--- config.mk ---
export PLATFORM = sky130hd
export DESIGN_NAME = dec_updown_counter
export DESIGN_NICKNAME = d
export VERILOG_FILES = /design/src/rtl/dcnt_pkg.sv /design/src/rtl/dcnt_digit_step.sv /design/src/rtl/dcnt_digit_stage.sv /design/src/rtl/dec_updown_counter.sv
export SDC_FILE = /design/constraint.sdc
export NUM_CORES = 1
export LEC_CHECK = 0
export ABC_AREA = 1
export BUFFER_PORTS_ARGS = -buffer_cell sky130_fd_sc_hd__buf_2
export CAP_MARGIN = 5
export CORE_UTILIZATION = 35
export DETAILED_ROUTE_END_ITERATION = 8
export HOLD_SLACK_MARGIN = 0.05
export PLACE_DENSITY = 0.68
export SETUP_SLACK_MARGIN = 0.4
export SLEW_MARGIN = 20
export SYNTH_ARGS = -nofsm -noshare
export SYNTH_HDL_FRONTEND = slang
export SYNTH_SLANG_ARGS = --single-unit
--- constraint.sdc ---
create_clock -name clk_i -period 1.6 [get_ports clk_i]
set_input_delay 0.48 -clock clk_i [delete_from_list [all_inputs] [get_ports clk_i]]
set_output_delay 0.48 -clock clk_i [all_outputs]
set_load 0.005 [all_outputs]
--- src/rtl/dcnt_pkg.sv ---
package dcnt_pkg;
   localparam int unsigned BCD_W = 4;
   typedef logic [BCD_W-1:0] bcd_t;
   localparam bcd_t BCD_TOP    = 4'd9;
   localparam bcd_t BCD_BOTTOM = 4'd0;
   typedef enum logic {DIR_UP = 1'b0, DIR_DOWN = 1'b1} dir_e;
endpackage

--- src/rtl/dcnt_digit_step.sv ---
// Next-value and terminal-state logic for one decimal digit.
module dcnt_digit_step
   import dcnt_pkg::*;
(
   input  bcd_t cur_i,
   input  dir_e dir_i,
   output bcd_t nxt_o,
   output logic at_edge_o
);
   always_comb begin
      if (dir_i == DIR_DOWN) begin
         at_edge_o = (cur_i == BCD_BOTTOM);
         nxt_o     = at_edge_o ? BCD_TOP : cur_i - 4'd1;
      end else begin
         at_edge_o = (cur_i == BCD_TOP);
         nxt_o     = at_edge_o ? BCD_BOTTOM : cur_i + 4'd1;
      end
   end
endmodule

--- src/rtl/dcnt_digit_stage.sv ---
// One registered decimal digit with load priority over counting.
module dcnt_digit_stage
   import dcnt_pkg::*;
(
   input  logic clk_i,
   input  logic arst_i,
   input  logic load_i,
   input  bcd_t load_val_i,
   input  logic en_i,
   input  dir_e dir_i,
   output bcd_t q_o,
   output logic at_edge_o
);
   bcd_t digit_q;
   bcd_t digit_nxt;

   dcnt_digit_step u_step (
      .cur_i     (digit_q),
      .dir_i     (dir_i),
      .nxt_o     (digit_nxt),
      .at_edge_o (at_edge_o)
   );

   always_ff @(posedge clk_i or posedge arst_i) begin
      if (arst_i)      digit_q <= BCD_BOTTOM;
      else if (load_i) digit_q <= load_val_i;
      else if (en_i)   digit_q <= digit_nxt;
   end

   assign q_o = digit_q;
endmodule

--- src/rtl/dec_updown_counter.sv ---
// Cascaded decimal counter; higher digits are enabled in the same cycle
// as the lower rollover, never from a registered carry.
module dec_updown_counter
   import dcnt_pkg::*;
#(
   parameter int unsigned NUM_DIGITS = 2,
   parameter bit          LOOKAHEAD  = 1'b1
) (
   input  logic                        clk_i,
   input  logic                        arst_i,
   input  logic                        load_i,
   input  logic [4*NUM_DIGITS-1:0]     load_val_i,
   input  logic                        cnt_en_i,
   input  logic                        dir_i,
   output logic [4*NUM_DIGITS-1:0]     count_o,
   output logic                        term_o
);
   localparam int unsigned TOTAL_W = BCD_W * NUM_DIGITS;

   if (NUM_DIGITS < 1 || NUM_DIGITS > 8) begin : g_bad_digits
      $error("dec_updown_counter: NUM_DIGITS must be 1..8");
   end
   if (TOTAL_W != 4 * NUM_DIGITS) begin : g_bad_width
      $error("dec_updown_counter: digit width must be 4");
   end

   dir_e                  dir_sel;
   logic [NUM_DIGITS-1:0] stage_en;
   logic [NUM_DIGITS-1:0] stage_edge;

   assign dir_sel     = dir_e'(dir_i);
   assign stage_en[0] = cnt_en_i;

   for (genvar k = 0; k < NUM_DIGITS; k++) begin : g_digit
      dcnt_digit_stage u_stage (
         .clk_i      (clk_i),
         .arst_i     (arst_i),
         .load_i     (load_i),
         .load_val_i (load_val_i[k*BCD_W +: BCD_W]),
         .en_i       (stage_en[k]),
         .dir_i      (dir_sel),
         .q_o        (count_o[k*BCD_W +: BCD_W]),
         .at_edge_o  (stage_edge[k])
      );
      if (k > 0) begin : g_en
         if (LOOKAHEAD) begin : g_look
            assign stage_en[k] = cnt_en_i & (&stage_edge[k-1:0]);
         end else begin : g_ripple
            assign stage_en[k] = stage_en[k-1] & stage_edge[k-1];
         end
      end
   end

   assign term_o = stage_en[NUM_DIGITS-1] & stage_edge[NUM_DIGITS-1];
endmodule

## Word-level counts from Yosys, hierarchy flattened

Cells that the tools add are included.

| word-level totals | value |
|---|---|
| register bits | 8 |
| bits in latches | 0 |
| bits in writable memories | 0 |
| ROM bits | 0 |
| input port bits | 13 |
| word-level logic and storage cells | 26 |
| memories kept | 0 |

| operators by class | value |
|---|---|
| $add $sub $neg | 4 |
| multiply operators | 0 |
| divide/modulo/power cells | 0 |
| magnitude comparators | 0 |
| eq/ne operators | 2 |
| shift-type cells | 0 |
| multiplexer cells | 12 |
| bitwise logic cells | 2 |
| reductions and logical operators | 4 |

Operator list:

| cell | number |
|---|---|
| 4-bit 2-to-1 mux | 10 |
| 4-bit by 1-bit adder with 4-bit output, second input constant | 2 |
| 4-bit equality test, second input constant | 2 |
| 4-bit logical NOT | 2 |
| 4-bit by 1-bit subtractor with 4-bit output, second input constant | 2 |
| 2-bit nonzero test | 2 |
| 1-bit bitwise AND | 2 |
| 1-bit 2-to-1 mux | 2 |

## Logic depth before layout (Yosys ltp)

Gate-level depths: netlist of the first run.

| depth | value |
|---|---|
| depth after elaboration | 5 |
| gate-level depth with buffers | 9 |
| depth with buffers taken out | 9 |

## Modules after synthesis

A second synthesis of the first run with hierarchy kept.

| unflattened totals | value |
|---|---|
| cell total of the unflattened synthesis | 124 |
| area, all modules | 693.2 um^2 |

By module, submodules not included:

| module | times used | cells an instance | area each (um^2) | sequential area each (um^2) |
|---|---|---|---|---|
| dcnt_digit_stage | 2 | 23 | 181.4 | 100.1 |
| dcnt_digit_step | 2 | 37 | 156.4 | 0.0 |
| dec_updown_counter | 1 | 4 | 17.5 | 0.0 |

## Worst setup path after synthesis of the first run

OpenSTA, ideal clock, no wires.

| path | value |
|---|---|
| path type | reg-to-output |
| from | reg g_digit[0].u_stage.digit_q[0] |
| to | out term_o |
| data arrival time | 1014 ps |
| data required time | 1120 ps |
| slack | 106 ps |
| cell stages (with the launch flop) | 6 |
| path buffers | 0 |
| path through | dfrtp_1 -> nor2_2 -> nand2_1 -> nand2_2 -> nand3_4 -> a211oi_2 |

| between the ends | value |
|---|---|
| word-level cells in the longest chain between the ends | 4 |
| elaborated cells between the ends (all ways) | 5 |
| classes of those cells | 1 x eq/ne; 1 x mux; 2 x bitwise; 1 x reduce/logical |

RTL lines:

| element | line | RTL |
|---|---|---|
| start, declared | dcnt_digit_stage.sv:14 | `bcd_t digit_q;` |
| start signal, assigned | dcnt_digit_stage.sv:26 | `else if (load_i) digit_q <= load_val_i;` |
| start signal, assigned | dcnt_digit_stage.sv:27 | `else if (en_i) digit_q <= digit_nxt;` |
| 4-bit equality test / 4-bit logical NOT (equally long branches) | dcnt_digit_step.sv:15, dcnt_digit_step.sv:12 |  |
| 1-bit 2-to-1 mux (*) | dcnt_digit_step.sv:11 | `if (dir_i == DIR_DOWN) begin` |
| 1-bit bitwise AND (*) | dec_updown_counter.sv:47 | `assign stage_en[k] = cnt_en_i & (&stage_edge[k-1:0]);` |
| 1-bit bitwise AND (*) | dec_updown_counter.sv:54 | `assign term_o = stage_en[NUM_DIGITS-1] & stage_edge[NUM_DIGITS-1];` |
| end, declared | dec_updown_counter.sv:16 | `output logic term_o` |

Every way passes the cells marked *; elsewhere a longest branch is shown, timed or not.

## Worst setup path after layout of the first run

| path | value |
|---|---|
| from | reg g_digit[1].u_stage.digit_q[2] |
| to | out term_o |

| between the ends | value |
|---|---|
| word-level cells in the longest chain between the ends | 3 |
| elaborated cells between the ends (all ways) | 4 |
| classes of those cells | 1 x eq/ne; 1 x mux; 1 x bitwise; 1 x reduce/logical |

RTL lines:

| element | line |
|---|---|
| start, declared | dcnt_digit_stage.sv:14 |
| start signal, assigned | dcnt_digit_stage.sv:26 |
| start signal, assigned | dcnt_digit_stage.sv:27 |
| 4-bit equality test / 4-bit logical NOT (equally long branches) | dcnt_digit_step.sv:15, dcnt_digit_step.sv:12 |
| 1-bit 2-to-1 mux (*) | dcnt_digit_step.sv:11 |
| 1-bit bitwise AND (*) | dec_updown_counter.sv:54 |

Marked as above.

==> run_results.csv, run 1 <==
group,metric,value,unit
worst_setup_path,endpoint_kind,"output port",
global_route,grt_max_degree,12,
synth,yosysWarnings,0,
global_route,first_global_vias,863,
detailed_routing,remaining_drc_errors,0,
timing,max-slew-margin-rel,0.777,
clock_network,htree_num_levels,1,
placement,pre_cts_ws,-2.97,ps
timing,final_min_period_over_clock_period,1.17,
detailed_routing,drt_first_pass_iters,4,
synth,yosysSeqAreaShare,0.272,
floorplanning,die_w,47.8,um
clock_network,clock_sinks,8,
worst_setup_path,worstPathRequired,1120,ps
worst_setup_path,critical-path-max-stage-delay,400,ps
job,max_cap_viol_count,0,
worst_setup_path,crit_path_frequent_cell,"nor2_1",
power,vdd_ir_drop_max,549,uV
floorplanning,dieArea,2290,um^2
finish,syn_to_final_growth,74.7,%
synth,syn_area,736,um^2
power,leakage,0.701,nW
finish,drive_above_1_share,0.517,
clock_network,cts_hold_buf,0,
power,p_per_area,797,nW/um^2
timing,tightest_slew,334,ps
finish,fin_area,1280,um^2
synth,synth_commonest_cells,"49 x nand2_1, 15 x nand3_1, 11 x nor2_1",
clock_network,cts_tree,"yes",
synth,synthArstFlopShare,1.00,
detailed_routing,vias,1038,
synth,synth-seq-cells,8,
synth,synth_ff_type,"dfrtp_1",
floorplanning,core_region_area,1960,um^2
timing,hold_viol,0,
placement,dpl_cell_area,1000,um^2
detailed_routing,wire_per_inst,12.2,um
detailed_routing,routed_via_density,5.06,
clock_network,cts_root_buffer,"clkbuf_4",
worst_setup_path,slowest_stage,"dfrtp_1",
outcome,violations,"negative setup slack",
worst_setup_path,startpoint_type,"register",
floorplanning,fp.dieH,47.8,um
floorplanning,initial_core_util,0.375,
clock_network,numCtsBuffers,3,
timing,tns,-265,ps
detailed_routing,drtIter0Drc,39,
timing,clock.fmax,0.536,GHz
detailed_routing,wirelength,2510,um
timing,fin_skew,5.86,ps
placement,dp_hpwl,1600,um
synth,synth_edf_count,0,
timing,whs,170,ps
synth,syn_avg_cell_area,6.03,um^2
timing,finalMaxSlewViolations,0,
worst_setup_path,crit_arrival,1380,ps
finish,largest_reg_flops,8,
floorplanning,ioPinCount,22,
global_route,globalRouteTotalUtil,0.206,
floorplanning,num_rows,16,
synth,ys_types,21,
worst_setup_path,cp_top_family,"flip-flops",
global_route,grt_antenna_before_repair,0,
synth,synth.net_count,135,
global_route,grt_pass1_wl,3410,um
finish,diodes,0,
worst_setup_path,path_cells,"inv_2, nand2_1, nor2_1, nor2_1, a211oi_2, buf_2",
clock_network,clock_path_buffers,2,
synth,synth_top_area_share,0.272,
synth,yosysMostFrequentCell,"nand2_1",
hold_path,hold_class,"input pin to asynchronous set/reset pin",
worst_setup_path,crit_buf_inv,2,
synth,synth.largest_area_cell,"dfrtp_1",
placement,port_buffers,21,
timing,timing.final.ws_setup,-265,ps
clock_network,clk_latency,250,ps
detailed_routing,antenna_left,0,
finish,post-route-util,0.655,
synth,netlist_instances,122,
worst_setup_path,critPathMaxFanout,3,
global_route,grt.overflow.total,0,
timing,period_minus_slack,1860,ps
finish,nets,192,
timing,rsz0062_at_grt,"yes",
worst_setup_path,crit_type,"register to output port",
placement,place.gp.congestion,0.867,
timing,setup_viol,1,
clock_network,path_clk_slew,60,ps
synth,synth_area_leaders,"dfrtp_1 27%, nand2_1 25%, nand3_1 10%",
outcome,status,"complete, but fails checks",
-- area by class of cell --
cell class	instances	area, um^2
clock buffers	4	26.3
repair buffers	54	434
inverters	14	55.1
flip-flops and latches	8	205
fillers	184	677
well taps	27	33.8
multi-input cells	98	531
-- final timing paths --
check | from | to | slack (ps) | cells past startpoint
min in group clk_i | load_val_i[1] | g_digit[0].u_stage.q_o[1] | 450 | 3
max in group asynchronous | arst_i | g_digit[1].u_stage.q_o[0] | 1160 | 2
hold / removal | arst_i | g_digit[0].u_stage.q_o[3] | 170 | 2
hold reg to reg | g_digit[0].u_stage.q_o[0] | g_digit[0].u_stage.q_o[0] | 610 | 2
setup reg to reg | g_digit[0].u_stage.q_o[3] | g_digit[1].u_stage.q_o[0] | 120 | 10
setup / recovery | g_digit[1].u_stage.q_o[2] | term_o | -260 | 6
-- cells in the final DEF (no fill, tap or decap) --
| master | netlist | routed |
|---|---|---|
| o21ai_1 | 4 | 5 |
| inv_1 | 9 | 7 |
| clkbuf_1 | 1 | 1 |
| nand3_1 | 15 | 13 |
| nand2_2 | 3 | 10 |
| or2_2 | 1 | 1 |
| inv_2 | 5 | 6 |
| clkbuf_4 | 0 | 3 |
| nor2_1 | 11 | 9 |
| dfrtp_1 | 8 | 4 |
| nand2_4 | 2 | 2 |
| dfrtp_2 | 0 | 4 |
| a21oi_1 | 2 | 2 |
| nor2_2 | 2 | 2 |
| a211oi_2 | 1 | 1 |
| nand3_2 | 2 | 4 |
| o21ai_0 | 2 | 1 |
| nand2_8 | 0 | 1 |
| nand4_1 | 1 | 1 |
| buf_2 | 0 | 14 |
| nor2_4 | 0 | 2 |
| nand2_1 | 49 | 41 |
| buf_4 | 1 | 23 |
| a22oi_1 | 1 | 1 |
| inv_4 | 0 | 1 |
| o211ai_1 | 1 | 1 |
| buf_6 | 0 | 17 |
| nand3_4 | 1 | 1 |
-- cells by family (layout without fill, tap and decap cells) --
logic type | after synthesis | count (layout) | share of synthesized area
flip-flops | 8 | 8 | 0.272
buffers and inverters | 16 | 72 | 0.0867
AO/OA/AOI/OAI | 11 | 11 | 0.0918
AND/OR/NAND/NOR | 87 | 87 | 0.549
-- metrics by stage --
step / power, mW / instances
after floorplan: 0.493 / 122
after global placement: 0.661 / 186
after detailed placement: 0.668 / 186
after CTS: 0.945 / 198
after global routing: 1.09 / 205
final: 1.02 / 205
-- where the power goes --
group | leakage (nW) | switching [mW] | internal (mW)
clock network | 0.0150 | 0.0695 | 0.0954
registers | 0.0935 | 0.0435 | 0.234
logic | 0.593 | 0.280 | 0.301
-- metal layers --
metal  wire, um  vias to the layer above  GRT usage
met1       1060                      495      0.284
met3        127                        4     0.0113
met5          0                        -          0
li1           -                      505          -
met2       1310                       34      0.343
met4         15                        0     0.0667
-- what timing repair did --
item | 4_1_cts | 5_1_grt
buffers inserted | 8 | 7
pin swaps | 10 | 11
endpoints found under the setup margin | 16 | 16
gates resized for setup | 24 | 16
Power figures use the tool's default switching activity.
==> run 2, diff against run 1 <==
Clock period 1.6 ns to 2.1 ns, I/O delays scaled along.
==> run_results.csv, run 2 (same netlist as run 1, synthesis figures left out) <==
group,metric,value,unit
power,power.internal,0.392,mW
worst_setup_path,r2r-start,"g_digit[1].u_stage.q_o[1]",
detailed_routing,drtIter0Drc,21,
finish,nets,177,
power,vdd_ir_drop_max,355,uV
worst_setup_path,rrSetupSlack,770,ps
finish,final_cell_mix,"48 x nand2_1, 20 x buf_2, 18 x buf_4",
global_route,globalRouteTotalUtil,0.204,
clock_network,clock_path_buffers,2,
floorplanning,die_w,47.8,um
global_route,grt_antenna_before_repair,0,
hold_path,hold_class,"input pin to asynchronous set/reset pin",
power,p_per_area,611,nW/um^2
floorplanning,fp.dieH,47.8,um
worst_setup_path,crit_arrival,1360,ps
clock_network,numCtsBuffers,3,
timing,final_min_period_over_clock_period,0.949,
clock_network,cts_tree,"yes",
power,clkPwrFrac,0.173,
timing,timing.final.ws_setup,107,ps
timing,tns,0,ps
power,seqPwrFrac,0.324,
power,leakage,0.595,nW
detailed_routing,antenna_left,0,
clock_network,clock_sinks,8,
finish,syn_to_final_growth,43.9,%
global_route,grt_pass1_wl,3240,um
floorplanning,num_rows,16,
detailed_routing,vias,893,
detailed_routing,drt_first_pass_iters,4,
finish,drive_above_1_share,0.426,
finish,diodes,0,
floorplanning,ioPinCount,22,
detailed_routing,remaining_drc_errors,0,
placement,dp_hpwl,1470,um
timing,tightest_slew,296,ps
clock_network,cts_root_buffer,"clkbuf_4",
worst_setup_path,critPathMaxFanout,4,
timing,period_minus_slack,1990,ps
floorplanning,initial_core_util,0.375,
timing,rsz0062_at_grt,"yes",
worst_setup_path,startpoint_type,"register",
finish,mostFrequentLayoutCell,"nand2_1",
power,p_sw_frac,0.394,
power,p_switching,0.255,mW
detailed_routing,routed_via_density,4.72,
power,p_comb_frac,0.503,
worst_setup_path,crit_type,"register to output port",
timing,setup_viol,0,
timing,finalMaxSlewViolations,0,
worst_setup_path,endpoint_kind,"output port",
global_route,first_global_vias,762,
outcome,status,"completed",
global_route,grt.overflow.total,0,
floorplanning,dieArea,2290,um^2
finish,largest_reg_flops,8,
worst_setup_path,worstRegToRegCells,10,
clock_network,cts_hold_buf,0,
placement,place.gp.congestion,0.844,
timing,clock.fmax,0.502,GHz
finish,fillerInstances,215,
placement,port_buffers,21,
power,total_power,0.647,mW
placement,pre_cts_ws,125,ps
detailed_routing,wire_per_inst,10.9,um
detailed_routing,wirelength,2050,um
clock_network,htree_num_levels,1,
timing,hold_viol,0,
clock_network,path_clk_slew,50,ps
clock_network,clk_latency,250,ps
worst_setup_path,r2r_end,"g_digit[1].u_stage.q_o[1]",
job,max_cap_viol_count,0,
timing,max-slew-margin-rel,0.802,
worst_setup_path,worstPathRequired,1470,ps
timing,fin_skew,0.271,ps
global_route,grt_max_degree,12,
floorplanning,core_region_area,1960,um^2
## run 2: changes by cell type in the layout (fill, tap and decap cells not counted), sizes merged
cell and change:
buf -15, clkbuf -1
## run 2: power groups by stage
stage	Sequential, mW	Combinational [mW]	Clock (mW)
3_5_place_dp	0.211	0.252	0
2_1_floorplan	0.215	0.167	0
6_report	0.210	0.325	0.112
5_1_grt	0.215	0.363	0.124
4_1_cts	0.208	0.312	0.120
3_3_place_gp	0.210	0.251	0
## run 2: layer usage
metal | wire length (um) | up-vias | GRT usage | part of all wire
met5 | 0 | - | 0 | 0
met4 | 30 | 0 | 0.106 | 0.015
met1 | 936 | 405 | 0.276 | 0.46
met3 | 67 | 4 | 0.0302 | 0.033
li1 | - | 466 | - | -
met2 | 1020 | 18 | 0.314 | 0.50
## run 2: cell type report
| class | count | area (um^2) | area share |
|---|---|---|---|
| clock buffers | 3 | 22.5 | 0.0213 |
| inverters | 14 | 60.1 | 0.0567 |
| repair buffers | 39 | 246 | 0.233 |
| well taps | 27 | 33.8 | 0.0319 |
| flip-flops and latches | 8 | 206 | 0.195 |
| multi-input cells | 98 | 489 | 0.462 |
## run 2: stage by stage
stage	std cells	utilization	area, um^2	hold WS [ps]
3_3_place_gp	172	0.462	906	583
3_5_place_dp	172	0.462	906	585
6_report	189	0.540	1060	314
2_1_floorplan	122	-	761	446
5_1_grt	189	0.540	1060	333
4_1_cts	187	0.530	1040	312
## run 2: how the worst max path moves through the flow
stage	from	to	slack, ps	cells after the start
after floorplan	dir_i	term_o	330	5
after global placement	dir_i	term_o	140	6
after CTS	g_digit[0].u_stage.q_o[3]	term_o	120	6
after detailed placement	dir_i	term_o	130	6
final	g_digit[0].u_stage.q_o[2]	term_o	110	8
after global routing	g_digit[0].u_stage.q_o[2]	term_o	40	8
## run 2: worst max-delay path, stage by stage (launching register included)
cell and delay (ps):
dfrtp_2 430, inv_2 80, nand2_2 60, inv_2 60
nand2_2 60, nand2_4 70, nand3_4 70, a211oi_2 140
buf_2 140
## run 2: repair_timing
item	4_1_cts	5_1_grt
pin swaps	3	1
endpoints found under the setup margin	1	1
buffers inserted	12	2
gates resized for setup	11	2
==> run 3, diff against run 2 <==
Settings changed: RECOVER_POWER set to 100.
==> run_results.csv, run 3 (same netlist as run 1, synthesis figures left out) <==
group,metric,value,unit
global_route,first_global_vias,762,
clock_network,cts_root_buffer,"clkbuf_4",
timing,fin_skew,0.277,ps
worst_setup_path,rrSetupSlack,670,ps
worst_setup_path,slowest_stage,"dfrtp_1",
global_route,grt_antenna_before_repair,0,
detailed_routing,remaining_drc_errors,0,
worst_setup_path,worstPathRequired,1470,ps
timing,clock.fmax,0.499,GHz
worst_setup_path,crit_arrival,1370,ps
detailed_routing,drt_first_pass_iters,4,
floorplanning,core_region_area,1960,um^2
worst_setup_path,crit_buf_inv,3,
floorplanning,fp.dieH,47.8,um
timing,tightest_slew,441,ps
global_route,grt.overflow.total,0,
floorplanning,num_rows,16,
worst_setup_path,critPathMaxFanout,4,
clock_network,cts_hold_buf,0,
finish,final_cell_mix,"49 x nand2_1, 17 x buf_2, 16 x nand3_1, 16 x buf_4, 9 x nor2_1",
outcome,status,"completed",
floorplanning,ioPinCount,22,
finish,multi_input_area,477,um^2
global_route,globalRouteTotalUtil,0.204,
clock_network,cts_tree,"yes",
timing,final_min_period_over_clock_period,0.954,
placement,place.gp.congestion,0.844,
finish,syn_to_final_growth,39.1,%
timing,hold_viol,0,
finish,mostFrequentLayoutCell,"nand2_1",
finish,drive_above_1_share,0.358,
detailed_routing,routed_via_density,4.81,
worst_setup_path,cp_top_family,"flip-flops",
clock_network,clk_latency,250,ps
worst_setup_path,worstRegToRegCells,8,
placement,pre_cts_ws,125,ps
floorplanning,die_w,47.8,um
floorplanning,dieArea,2290,um^2
worst_setup_path,r2r-start,"g_digit[0].u_stage.q_o[1]",
worst_setup_path,path_depth,8,
finish,fillerInstances,228,
finish,diodes,0,
clock_network,clock_path_buffers,2,
global_route,grt_pass1_wl,3240,um
detailed_routing,drtIter0Drc,28,
clock_network,htree_num_levels,1,
power,vdd_ir_drop_max,342,uV
timing,max-slew-margin-rel,0.706,
clock_network,numCtsBuffers,3,
power,p_per_area,616,nW/um^2
worst_setup_path,critical-path-max-stage-delay,430,ps
timing,setup_viol,0,
floorplanning,initial_core_util,0.375,
timing,timing.final.ws_setup,96.1,ps
hold_path,hold_class,"input pin to asynchronous set/reset pin",
worst_setup_path,crit_type,"register to output port",
worst_setup_path,critical_path.startpoint,"g_digit[0].u_stage.q_o[2]",
detailed_routing,wirelength,2060,um
finish,largest_reg_flops,8,
worst_setup_path,r2r_end,"g_digit[0].u_stage.q_o[2]",
power,leakage,0.577,nW
detailed_routing,vias,910,
placement,dp_hpwl,1470,um
global_route,grt_max_degree,12,
job,max_cap_viol_count,0,
worst_setup_path,startpoint_type,"register",
timing,tns,0,ps
worst_setup_path,crit_end,"term_o",
worst_setup_path,path_cells,"inv_2, nand2_2, inv_2, nand2_2, nand2_4, nand3_4, a211oi_2, buf_2",
detailed_routing,wire_per_inst,10.9,um
finish,regArea,201,um^2
timing,rsz0062_at_grt,"yes",
clock_network,clock_sinks,8,
finish,nets,177,
worst_setup_path,endpoint_kind,"output port",
detailed_routing,antenna_left,0,
clock_network,path_clk_slew,50,ps
timing,period_minus_slack,2000,ps
placement,port_buffers,21,
timing,finalMaxSlewViolations,0,
## run 3: worst reg2reg max path: cells and delay by family, from the launching register on
kind,cells,cell delay (ps)
buffers and inverters,2,250
AOI/OAI and AO/OA,1,210
and+or+nand+nor,5,390
DFF,1,440
## run 3: power by group
| group | switching, mW | internal [mW] |
|---|---|---|
| clock | 0.0473 | 0.0651 |
| sequential | 0.0302 | 0.177 |
| combinational | 0.175 | 0.136 |
## run 3: worst min path at each step
stage,startpoint,endpoint,slack (ps)
after floorplan,arst_i,g_digit[0].u_stage.q_o[0],450
after global placement,arst_i,g_digit[0].u_stage.q_o[3],580
after detailed placement,arst_i,g_digit[0].u_stage.q_o[2],580
after CTS,arst_i,g_digit[1].u_stage.q_o[3],310
after global routing,arst_i,g_digit[0].u_stage.q_o[1],330
final,arst_i,g_digit[0].u_stage.q_o[1],310
## run 3: layer usage
metal | wire (um) | GRT usage | vias up
met4 | 28 | 0.106 | 0
li1 | - | - | 468
met5 | 0 | 0 | -
met1 | 946 | 0.276 | 419
met3 | 67 | 0.0302 | 4
met2 | 1020 | 0.314 | 19
## run 3: per-stage QoR
stage | instances | area (um^2) | power (mW) | hold WS (ps) | utilization
floorplan | 122 | 761 | 0.381 | 446 | -
global placement | 172 | 906 | 0.461 | 583 | 0.462
detailed placement | 172 | 906 | 0.463 | 585 | 0.462
CTS | 187 | 1040 | 0.640 | 312 | 0.530
global route | 189 | 1020 | 0.685 | 332 | 0.522
finish | 189 | 1020 | 0.631 | 313 | 0.522
## run 3: area by class of cell
cell class                 instances  area share
multi-input combinational         98       0.466
clock buffer                       3      0.0220
sequential                         8       0.197
tap                               27      0.0330
inverter                          14      0.0587
timing repair buffer              39       0.224
## run 3: repair_timing
action,4_1_cts,5_1_grt
pin swaps,3,1
setup buffers,12,2
setup endpoints to repair,1,1
resized for setup,11,2
